===== src/rtl/dram_rfsh_pkg.sv =====
package dram_rfsh_pkg;

  typedef enum logic [2:0] {
    ST_PWRUP, ST_IDLE, ST_CSR, ST_RASLO, ST_SELF, ST_PRE
  } rf_state_e;

  // Down-counter load value for a phase lasting n cycles.
  function automatic int unsigned rf_load(input int unsigned n);
    return (n == 0) ? 0 : n - 1;
  endfunction

  function automatic int unsigned rf_max(input int unsigned a, input int unsigned b);
    return (a > b) ? a : b;
  endfunction

  function automatic int unsigned rf_min(input int unsigned a, input int unsigned b);
    return (a < b) ? a : b;
  endfunction

  // Saturating owed-refresh bookkeeping: up = interval expiry, dn = grant served.
  function automatic int unsigned rf_backlog_next(input int unsigned cur, input bit up,
                                                  input bit dn, input int unsigned cap);
    if (up && !dn) return (cur < cap) ? cur + 1 : cur;
    if (dn && !up) return (cur > 0) ? cur - 1 : 0;
    return cur;
  endfunction

endpackage


===== src/rtl/rf_interval_timer.sv =====
module rf_interval_timer
  import dram_rfsh_pkg::*;
#(
  parameter int unsigned INTERVAL_CYC = 1560,
  parameter int unsigned BL_MAX       = 8
) (
  input  logic clk,
  input  logic rst_n,
  input  logic run,
  input  logic take,
  input  logic clear,
  output logic owed
);
  localparam int unsigned TW = $clog2(INTERVAL_CYC + 1);
  localparam int unsigned BW = $clog2(BL_MAX + 1);
  localparam logic [TW-1:0] TLOAD = TW'(rf_load(INTERVAL_CYC));

  logic [TW-1:0] tcnt;
  logic [BW-1:0] backlog;
  logic          tick;

  assign tick = run && !clear && (tcnt == '0);
  assign owed = (backlog != '0);

  always_ff @(posedge clk) begin
    if (!rst_n) begin
      tcnt    <= TLOAD;
      backlog <= '0;
    end else begin
      if (clear || !run || tcnt == '0) tcnt <= TLOAD;
      else                              tcnt <= tcnt - 1'b1;
      if (clear) backlog <= '0;
      else backlog <= BW'(rf_backlog_next(int'(backlog), tick, take, BL_MAX));
    end
  end

  a_r7_cap: assert property (@(posedge clk) disable iff (!rst_n)
    backlog <= BW'(BL_MAX));
  a_r7_take_owed: assert property (@(posedge clk) disable iff (!rst_n)
    take |-> backlog != '0);
  a_r5_tick_owes: assert property (@(posedge clk) disable iff (!rst_n)
    tick |=> backlog != '0);
endmodule


===== src/rtl/rf_cycle_fsm.sv =====
module rf_cycle_fsm
  import dram_rfsh_pkg::*;
#(
  parameter int unsigned PWRUP_CYC = 20000,
  parameter int unsigned INIT_CNT  = 8,
  parameter int unsigned T_CSR     = 1,
  parameter int unsigned T_RAS     = 6,
  parameter int unsigned T_RP      = 4,
  parameter int unsigned T_SELF    = 10000,
  parameter int unsigned T_RPS     = 11
) (
  input  logic clk,
  input  logic rst_n,
  input  logic start,
  input  logic self_req,
  output logic ras_n,
  output logic cas_n,
  output logic busy,
  output logic done,
  output logic init_done,
  output logic self_active,
  output logic self_exit
);
  localparam int unsigned MAXT = rf_max(rf_max(PWRUP_CYC, T_SELF),
                                        rf_max(rf_max(T_CSR, T_RAS), rf_max(T_RP, T_RPS)));
  localparam int unsigned CW   = $clog2(MAXT + 1);
  localparam int unsigned IW   = $clog2(INIT_CNT + 1);
  localparam int unsigned MIN_LO  = rf_min(T_RAS, T_SELF);
  localparam int unsigned MIN_PRE = rf_min(T_RP, T_RPS);

  rf_state_e     st, st_n;
  logic [CW-1:0] cnt, cnt_n;
  logic [IW-1:0] init_left;
  logic          init_q, self_q, ras_q, cas_q, done_q;
  logic          pre_end;

  assign pre_end   = (st == ST_PRE) && (cnt == '0);
  assign self_exit = (st == ST_SELF) && (cnt == '0) && !self_req;

  always_comb begin
    st_n  = st;
    cnt_n = (cnt != '0) ? cnt - 1'b1 : '0;
    case (st)
      ST_PWRUP: if (cnt == '0) begin st_n = ST_CSR; cnt_n = CW'(rf_load(T_CSR)); end
      ST_IDLE:  if (start)     begin st_n = ST_CSR; cnt_n = CW'(rf_load(T_CSR)); end
      ST_CSR:   if (cnt == '0) begin
                  if (self_q) begin st_n = ST_SELF;  cnt_n = CW'(rf_load(T_SELF)); end
                  else        begin st_n = ST_RASLO; cnt_n = CW'(rf_load(T_RAS));  end
                end
      ST_RASLO: if (cnt == '0) begin st_n = ST_PRE; cnt_n = CW'(rf_load(T_RP)); end
      ST_SELF:  if (self_exit) begin st_n = ST_PRE; cnt_n = CW'(rf_load(T_RPS)); end
      ST_PRE:   if (pre_end) begin
                  if (!init_q && init_left != IW'(1)) begin
                    st_n = ST_CSR; cnt_n = CW'(rf_load(T_CSR));
                  end else st_n = ST_IDLE;
                end
      default:  st_n = ST_IDLE;
    endcase
  end

  always_ff @(posedge clk) begin
    if (!rst_n) begin
      st        <= ST_PWRUP;
      cnt       <= CW'(rf_load(PWRUP_CYC));
      init_left <= IW'(INIT_CNT);
      init_q    <= 1'b0;
      self_q    <= 1'b0;
      ras_q     <= 1'b1;
      cas_q     <= 1'b1;
      done_q    <= 1'b0;
    end else begin
      st     <= st_n;
      cnt    <= cnt_n;
      ras_q  <= !(st_n == ST_RASLO || st_n == ST_SELF);
      cas_q  <= !(st_n == ST_CSR || st_n == ST_RASLO || st_n == ST_SELF);
      done_q <= pre_end && init_q;
      if (start) self_q <= self_req;
      if (pre_end && !init_q) begin
        init_left <= init_left - 1'b1;
        if (init_left == IW'(1)) init_q <= 1'b1;
      end
    end
  end

  assign ras_n       = ras_q;
  assign cas_n       = cas_q;
  assign busy        = (st != ST_IDLE);
  assign done        = done_q;
  assign init_done   = init_q;
  assign self_active = (st == ST_SELF);

  // Phase-length observers for the timing assertions.
  logic [CW-1:0] lo_len, hi_len;
  always_ff @(posedge clk) begin
    if (!rst_n) begin
      lo_len <= '0;
      hi_len <= '0;
    end else begin
      lo_len <= !ras_q ? ((lo_len == '1) ? lo_len : lo_len + 1'b1) : '0;
      hi_len <=  ras_q ? ((hi_len == '1) ? hi_len : hi_len + 1'b1) : '0;
    end
  end

  a_r3_cas_leads: assert property (@(posedge clk) disable iff (!rst_n)
    $fell(ras_q) |-> $past(!cas_q));
  a_r3_cas_holds: assert property (@(posedge clk) disable iff (!rst_n)
    !ras_q |-> !cas_q);
  a_r4_ras_min: assert property (@(posedge clk) disable iff (!rst_n)
    $rose(ras_q) |-> lo_len >= CW'(MIN_LO));
  a_r4_pre_min: assert property (@(posedge clk) disable iff (!rst_n)
    $fell(cas_q) |-> hi_len >= CW'(MIN_PRE));
endmodule


===== src/rtl/dram_refresh_seq.sv =====
module dram_refresh_seq
  import dram_rfsh_pkg::*;
#(
  parameter int unsigned PWRUP_CYC    = 20000,
  parameter int unsigned INIT_CNT     = 8,
  parameter int unsigned INTERVAL_CYC = 1560,
  parameter int unsigned BL_MAX       = 8,
  parameter int unsigned T_CSR        = 1,
  parameter int unsigned T_RAS        = 6,
  parameter int unsigned T_RP         = 4,
  parameter int unsigned T_SELF       = 10000,
  parameter int unsigned T_RPS        = 11
) (
  input  logic clk,
  input  logic rst_n,
  input  logic self_req,
  input  logic refresh_gnt,
  output logic refresh_req,
  output logic refresh_done,
  output logic busy,
  output logic init_done,
  output logic self_active,
  output logic ras_n,
  output logic cas_n
);
  logic owed, accepted, take, self_exit;

  assign refresh_req = init_done && !busy && (owed || self_req);
  assign accepted    = refresh_req && refresh_gnt;
  assign take        = accepted && !self_req;

  rf_interval_timer #(.INTERVAL_CYC(INTERVAL_CYC), .BL_MAX(BL_MAX)) u_timer (
    .clk(clk), .rst_n(rst_n), .run(init_done), .take(take),
    .clear(self_exit), .owed(owed)
  );

  rf_cycle_fsm #(.PWRUP_CYC(PWRUP_CYC), .INIT_CNT(INIT_CNT), .T_CSR(T_CSR),
                 .T_RAS(T_RAS), .T_RP(T_RP), .T_SELF(T_SELF), .T_RPS(T_RPS)) u_fsm (
    .clk(clk), .rst_n(rst_n), .start(accepted), .self_req(self_req),
    .ras_n(ras_n), .cas_n(cas_n), .busy(busy), .done(refresh_done),
    .init_done(init_done), .self_active(self_active), .self_exit(self_exit)
  );

  a_r2_no_early_req: assert property (@(posedge clk) disable iff (!rst_n)
    refresh_req |-> init_done);
  a_r8_done_pulse: assert property (@(posedge clk) disable iff (!rst_n)
    refresh_done |=> !refresh_done);
  a_r8_strobe_busy: assert property (@(posedge clk) disable iff (!rst_n)
    !cas_n |-> busy);
  a_r9_self_low: assert property (@(posedge clk) disable iff (!rst_n)
    self_active |-> (!ras_n && !cas_n));
  a_r6_stray_gnt: assert property (@(posedge clk) disable iff (!rst_n)
    (refresh_gnt && !refresh_req && !busy) |=> !busy);
endmodule


===== config.mk =====
export PLATFORM = sky130hd
export DESIGN_NAME = dram_refresh_seq
export DESIGN_NICKNAME = d
export VERILOG_FILES = /design/src/rtl/dram_rfsh_pkg.sv /design/src/rtl/rf_interval_timer.sv /design/src/rtl/rf_cycle_fsm.sv /design/src/rtl/dram_refresh_seq.sv
export SDC_FILE = /design/constraint.sdc
export NUM_CORES = 1
export LEC_CHECK = 0
export BUFFER_PORTS_ARGS = -buffer_cell sky130_fd_sc_hd__buf_2
export CORE_MARGIN = 4
export CORE_UTILIZATION = 40
export DETAILED_ROUTE_END_ITERATION = 8
export PLACE_DENSITY_LB_ADDON = 0.08
export SLEW_MARGIN = 20
export SYNTH_ARGS = -nofsm -noshare
export SYNTH_HDL_FRONTEND = slang
export SYNTH_SLANG_ARGS = --single-unit

===== constraint.sdc =====
create_clock -name clk -period 2.65 [get_ports clk]
set_input_delay 0.1325 -clock clk [delete_from_list [all_inputs] [get_ports clk]]
set_output_delay 0.1325 -clock clk [all_outputs]
set_load 0.005 [all_outputs]

==> results of run 1 <==
critical path, delay by kind of cell, from the launching register on:
kind                       cells  cell delay, ns
AOI/OAI and AO/OA              3            0.35
adders and majority gates      1            0.15
buffers and inverters          1            0.04
DFF                            1            0.34
and+or+nand+nor                7            1.63
final cells by class:
| cell class | instances | area [sq um] | area share, % |
|---|---|---|---|
| Clock inverter | 3 | 25.0 | 0.963 |
| Inverter | 16 | 62.6 | 2.41 |
| Timing Repair Buffer | 23 | 148 | 5.68 |
| Sequential cell | 42 | 843 | 32.5 |
| Clock buffer | 5 | 68.8 | 2.65 |
| Multi-Input combinational cell | 197 | 1360 | 52.5 |
| Tap cell | 70 | 87.6 | 3.37 |
power breakdown:
part	leakage (nW)	internal, W	switching (W)	total [W]
clock	0.0447	0.000190	0.000242	0.000433
sequential	0.340	0.000634	0.00000325	0.000638
combinational	0.537	0.00000971	0.0000165	0.0000262
path summary, 6_finish.rpt:
check	start	end	slack [ns]	cells after the start
min	self_req	u_fsm.self_q	0.18	3
max	u_fsm.cnt[9]	u_timer.backlog[3]	0.10	12
max reg2reg	u_fsm.cnt[9]	u_timer.backlog[3]	0.10	12
min reg2reg	u_timer.tcnt[0]	u_timer.tcnt[0]	0.46	1
placed cells by master, fill, tap and decap left out, types with 3 or more instances in the layout:
cell type,netlist,layout
dfxtp_1,42,40
nor2_1,29,28
nand2_1,26,26
xnor2_1,18,18
nor3_1,15,15
inv_1,16,14
buf_4,0,13
a21oi_1,11,10
buf_2,1,10
o21ai_0,10,9
ha_1,9,7
xor2_1,6,6
o211ai_1,5,5
nor2b_1,5,5
clkbuf_8,0,5
nand2b_1,5,4
nor3b_1,5,4
nor4_1,5,4
and2_1,4,4
nand3b_1,3,3
a31oi_1,3,3
nand3_1,4,3
mux2i_1,3,3
or3_1,3,3
timing repair:
item                       CTS  global route
gates resized for setup      0            15
buffers inserted             0             0
setup endpoints to repair    0             4
state kept, by name, summed over array words and instances, names as in the netlist:
signal / flops
u_fsm.cas_n: 1
u_fsm.cnt: 15
u_fsm.done: 1
u_fsm.init_done: 1
u_fsm.init_left: 4
u_fsm.ras_n: 1
u_fsm.self_q: 1
u_fsm.st: 3
u_timer.backlog: 4
u_timer.tcnt: 11
per-stage QoR:
stage / worst slack [ns] / power, W / TNS [ns] / instance area, sq um
2_1_floorplan: 0.0322 / 0.000669 / 0 / 2260
3_3_place_gp: 0.0789 / 0.000678 / 0 / 2440
3_5_place_dp: 0.0380 / 0.000679 / 0 / 2440
4_1_cts: 0.0143 / 0.00111 / 0 / 2540
5_1_grt: -0.0755 / 0.00115 / -0.118 / 2600
6_report: 0.105 / 0.00110 / 0 / 2600
routing by layer:
metal	share of wire (%)	global-route usage [%]	vias to the layer above	wire, um
li1	-	-	951	-
met1	54	22.1	843	2460
met2	41	23.0	18	1860
met3	3.3	3.58	5	151
met4	1.1	5.07	0	52
met5	0	0	-	0
cell families (layout without fill, tap and decap cells):
logic type | Yosys count | after routing | synth area share [%]
AND/OR/NAND/NOR | 124 | 124 | 30.8
flip-flops | 42 | 42 | 37.7
AO/OA/AOI/OAI | 37 | 37 | 10.8
XOR/XNOR | 24 | 24 | 9.42
buffers and inverters | 23 | 47 | 4.93
adder cells (fa/ha/maj) | 9 | 9 | 5.04
multiplexers | 3 | 3 | 1.35
==> results.py, run 1 <==
metrics = {
    "cells_and_area": {
        "diodes": 0,
        "drive_gt1_share_pct": 19.2,
        "final_cells": 356,
        "fin_util_pct": 49.3,
        "syn2layout_area_growth_pct": 16.4,
        "fill_cells": 546,
        "final_nets": 298,
    },
    "timing": {
        "whs_ns": 0.181,
        "min_period_ns": 2.55,
        "finalHoldViolations": 0,
        "tightest_slew_ns": 0.469,
        "rsz0062_at_grt": "true",
        "fin_crit_sh_pct": 96.1,
        "maxSlewHeadroom_pct": 68.7,
        "setup_viol": 0,
        "fmax_mhz": 393,
        "clock-skew-final_ns": 0.00934,
        "maxSlewViolCount": 0,
    },
    "drt": {
        "wl_per_cell_um": 12.7,
        "firstDrtPassIters": 4,
        "drt_iter0_drc": 105,
        "via_count": 1817,
        "drt_wl_total_um": 4530,
        "viasPerCell": 5.10,
        "drc": 0,
        "antenna_left": 0,
    },
    "die": {
        "design.die.area_sq_um": 6840,
        "rows": 26,
        "die_h_um": 82.7,
        "core-area_sq_um": 5270,
        "die_x_um": 82.7,
        "start_util_pct": 42.4,
        "ios": 11,
    },
    "yosys": {
        "yosys-top-cells-count": "42 x dfxtp_1, 29 x nor2_1, 26 x nand2_1, 18 x xnor2_1, 16 x inv_1",
        "ys_ff_latch": 42,
        "ys_seq_area_share_pct": 37.7,
        "async_flop_share_pct": 0,
        "yosysTopAreaCell": "dfxtp_1",
        "syn_inst": 262,
        "ys_types": 46,
        "yosysMostFrequentCell": "dfxtp_1",
        "synth_top_cell_area_share_pct": 37.7,
        "postSynthAreaPerCell_sq_um": 8.52,
        "synth-main-ff-cell": "dfxtp_1",
        "synth_area_leaders": "dfxtp_1 38%, xnor2_1 7.1%, ha_1 5.0%",
        "yosysWarnings": 0,
        "syn_area_sq_um": 2230,
        "syn_nets": 275,
        "synth_edf_count": 0,
    },
    "critical_path": {
        "endpoint_kind": "register",
        "slowest_stage": "or4_4",
        "crit_path_max_incr_delay_ns": 0.51,
        "arrival_ns": 2.78,
        "crit_chain": "or4_4 -> nand4b_4 -> or4_4 -> nand3_4 -> inv_4 -> ha_4 -> nand2b_4 -> a21oi_4 -> nand4_1 -> a21oi_1 -> a21oi_1 -> nor2_1",
        "critPathRequiredTime_ns": 2.89,
        "critical_path_class": "reg -> reg",
        "startpoint_type": "register",
        "worstPathMaxFanout": 4,
    },
    "power_and_ir_drop": {
        "p_leak_nw": 0.921,
        "power.density_nw_per_um2": 422,
        "ir_drop_v": 0.000261,
    },
    "clock_tree": {
        "cts.path.max_buffers": 2,
        "clock_latency_ns": 0.30,
        "cts_made_buffers": 5,
        "cts.clk_slew.worst_paths_ns": 0.08,
        "holdBufCountCts": 0,
        "cts_sinks": 42,
        "tritoncts": "built",
        "clockRootBuffer": "clkbuf_8",
        "htree_levels": 2,
    },
    "global_route": {
        "grt_usage_pct": 15.5,
        "grt_pass1_wl_um": 8160,
        "antenna_found_initial": 0,
        "grt_max_degree": 23,
        "grt_overflow_total": 0,
        "grt_pass1_vias": 1759,
    },
    "placed_design": {
        "place_congestion": 0.793,
        "place.port_buffers": 10,
        "dp_hpwl_um": 3280,
        "dp.cells": 348,
    },
    "outcome": {
        "status": "finished, final reports clean",
    },
    "flow_run": {
        "cap_violations": 0,
    },
    "min_path": {
        "holdCritPathClass": "in -> reg",
    },
}
Power figures use the tool's default switching activity.
==> run 2, diff against run 1 <==
--- a/config.mk
+++ b/config.mk
@@ -8,9 +8,11 @@
 export BUFFER_PORTS_ARGS = -buffer_cell sky130_fd_sc_hd__buf_2
 export CORE_MARGIN = 4
 export CORE_UTILIZATION = 40
+export CTS_CLUSTER_DIAMETER = 30
 export DETAILED_ROUTE_END_ITERATION = 8
 export PLACE_DENSITY_LB_ADDON = 0.08
 export SLEW_MARGIN = 20
 export SYNTH_ARGS = -nofsm -noshare
 export SYNTH_HDL_FRONTEND = slang
+export SYNTH_HIERARCHICAL = 1
 export SYNTH_SLANG_ARGS = --single-unit
==> run 2 against run 1 <==
  * Sequential share of layout area decreased by 1.6 points
  * Maximum frequency decreased by 2.4%
  * Register-to-register slack got worse by 0.06 ns
  * Utilization increased by 0.31 points
  * Via count increased by 0.88%
  * Count of clock-buffer cells in the layout increased by 1
  * Synthesized cell count unchanged
  * Sequential power about the same
  * Non-clock buffer count increased by 8
  * Critical endpoint is now u_timer/backlog[2]
  * Largest power group unchanged
==> results.py, run 2 <==
metrics = {
    "clock_tree": {
        "clock_latency_ns": 0.29,
        "cts.path.max_buffers": 2,
        "clockRootBuffer": "clkbuf_8",
        "cts.clk_slew.worst_paths_ns": 0.08,
        "cts_made_buffers": 5,
        "tritoncts": "built",
        "htree_levels": 2,
        "holdBufCountCts": 0,
        "cts_sinks": 42,
    },
    "power_and_ir_drop": {
        "power.density_nw_per_um2": 408,
        "ir_drop_v": 0.000357,
        "p_leak_nw": 1.03,
    },
    "timing": {
        "clock-skew-final_ns": 0.00909,
        "fin_crit_sh_pct": 98.4,
        "fmax_mhz": 384,
        "setup_viol": 0,
        "maxSlewHeadroom_pct": 65.9,
        "tightest_slew_ns": 0.512,
        "finalHoldViolations": 0,
        "rsz0062_at_grt": "true",
        "min_period_ns": 2.61,
        "maxSlewViolCount": 0,
    },
    "drt": {
        "firstDrtPassIters": 4,
        "drt_wl_total_um": 4860,
        "via_count": 1833,
        "viasPerCell": 5.01,
        "wl_per_cell_um": 13.3,
        "drt_iter0_drc": 63,
        "drc": 0,
        "antenna_left": 0,
    },
    "placed_design": {
        "place.port_buffers": 10,
        "placed_area_sq_um": 2560,
        "dp.cells": 356,
        "place_congestion": 0.830,
        "dp_hpwl_um": 3550,
    },
    "cells_and_area": {
        "final_nets": 307,
        "diodes": 0,
        "most-common-layout-cells": "40 x dfxtp_1, 32 x nor2_1, 21 x buf_4",
        "layout_commonest_cell": "dfxtp_1",
        "stdcell_area_sq_um": 2730,
        "final_cells": 366,
        "reg_top3": "u_fsm/cnt x15, u_timer/tcnt x11",
        "syn2layout_area_growth_pct": 19.9,
        "drive_gt1_share_pct": 24.5,
        "largest_reg_flops": 15,
        "fin_util_pct": 49.6,
        "regMostFlops": "u_fsm/cnt",
    },
    "critical_path": {
        "endpoint_kind": "register",
        "arrival_ns": 2.78,
        "worstPathMaxFanout": 5,
        "crit_path_max_incr_delay_ns": 0.37,
        "critical_path_class": "reg -> reg",
        "critPathRequiredTime_ns": 2.82,
        "slowest_stage": "a2111oi_1",
        "crit_chain": "inv_2 -> ha_4 -> nor3b_4 -> nand4_1 -> nor4_2 -> nand2b_4 -> nor2_2 -> and3_4 -> ha_4 -> nand2b_4 -> a21oi_4 -> a221oi_2 -> a2111oi_1",
        "crit_family": "simple AND/OR/NAND/NOR gates",
        "worst-path-buf-inv": 1,
        "startpoint_type": "register",
    },
    "yosys": {
        "syn_inst": 262,
        "synth_area_leaders": "dfxtp_1 37%, ha_1 5.5%, nor2_1 5.4%",
        "ys_ff_latch": 42,
        "async_flop_share_pct": 0,
        "ys_seq_area_share_pct": 36.9,
        "postSynthAreaPerCell_sq_um": 8.69,
        "synth_top_cell_area_share_pct": 36.9,
        "synth_edf_count": 0,
        "syn_nets": 276,
        "yosys-top-cells-count": "42 x dfxtp_1, 33 x nor2_1, 19 x nand2_1, 17 x inv_1, 14 x xnor2_1",
        "yosysWarnings": 6,
        "ys_types": 59,
        "synth-main-ff-cell": "dfxtp_1",
        "yosysTopAreaCell": "dfxtp_1",
        "yosysMostFrequentCell": "dfxtp_1",
        "syn_area_sq_um": 2280,
    },
    "outcome": {
        "status": "finished, final reports clean",
    },
    "die": {
        "core-area_sq_um": 5510,
        "design.die.area_sq_um": 6960,
        "rows": 27,
        "start_util_pct": 41.4,
        "die_x_um": 83.5,
        "die_h_um": 83.5,
        "ios": 11,
    },
    "flow_run": {
        "cap_violations": 0,
    },
    "global_route": {
        "grt_usage_pct": 14.4,
        "grt_overflow_total": 0,
        "grt_pass1_wl_um": 8340,
        "grt_max_degree": 20,
        "grt_pass1_vias": 1759,
        "antenna_found_initial": 0,
    },
    "min_path": {
        "holdCritPathClass": "in -> reg",
    },
}
[run 2: layout make-up]
cell class	instances	area (sq um)
clock buffer	6	82.6
clock inverter	2	12.5
fill	525	2780
inverter	18	67.6
multi-input combinational	195	1430
sequential	42	843
tap	72	90.1
timing repair buffer	31	208
[run 2: kinds of logic after synthesis]
family	after synthesis	share of synthesized area [%]
flip-flops	42	36.9
AND/OR/NAND/NOR	114	28.5
AO/OA/AOI/OAI	49	15.4
buffers and inverters	25	5.16
XOR/XNOR	20	7.69
adder cells (fa/ha/maj)	10	5.49
multiplexers	2	0.879
[run 2: routing by layer]
| metal | part of all wire (%) | vias to the layer above | GRT usage [%] |
|---|---|---|---|
| met3 | 2.0 | 4 | 3.26 |
| met5 | 0 | - | 0 |
| met1 | 53 | 822 | 20.6 |
| met4 | 0.89 | 0 | 3.51 |
| met2 | 44 | 16 | 22.1 |
| li1 | - | 991 | - |
[run 2: path summary, 6_finish.rpt]
check	to	startpoint	cells past startpoint	slack, ns
setup / recovery	u_timer/backlog[2]	u_fsm/cnt[0]	13	0.04
hold / removal	u_fsm/init_left[3]	rst_n	2	0.17
setup reg to reg	u_timer/backlog[2]	u_fsm/cnt[0]	13	0.04
hold reg to reg	u_timer/tcnt[0]	u_timer/tcnt[0]	1	0.40
[run 2: through the flow]
stage / setup WS (ns) / hold WS [ns] / total power, W / TNS (ns)
final: 0.0432 / 0.168 / 0.00111 / 0
after global routing: -0.128 / 0.164 / 0.00117 / -0.186
after CTS: 0.122 / 0.169 / 0.00113 / 0
after detailed placement: 0.0479 / 0.379 / 0.000698 / 0
after global placement: 0.0940 / 0.378 / 0.000698 / 0
after floorplan: -0.0891 / 0.280 / 0.000681 / -0.164
[run 2: repair_timing]
| action | 4_1_cts | 5_1_grt |
|---|---|---|
| gates cloned | 0 | 0 |
| pin swaps | 1 | 6 |
| buffers inserted | 0 | 2 |
| setup endpoints to repair | 2 | 2 |
| resized for setup | 1 | 11 |
[run 2: power breakdown]
part	switching, W	internal, W	leakage [nW]
sequential	0.00000382	0.000635	0.339
clock	0.000221	0.000210	0.0472
combinational	0.0000243	0.0000204	0.642
total	0.000249	0.000865	1.03
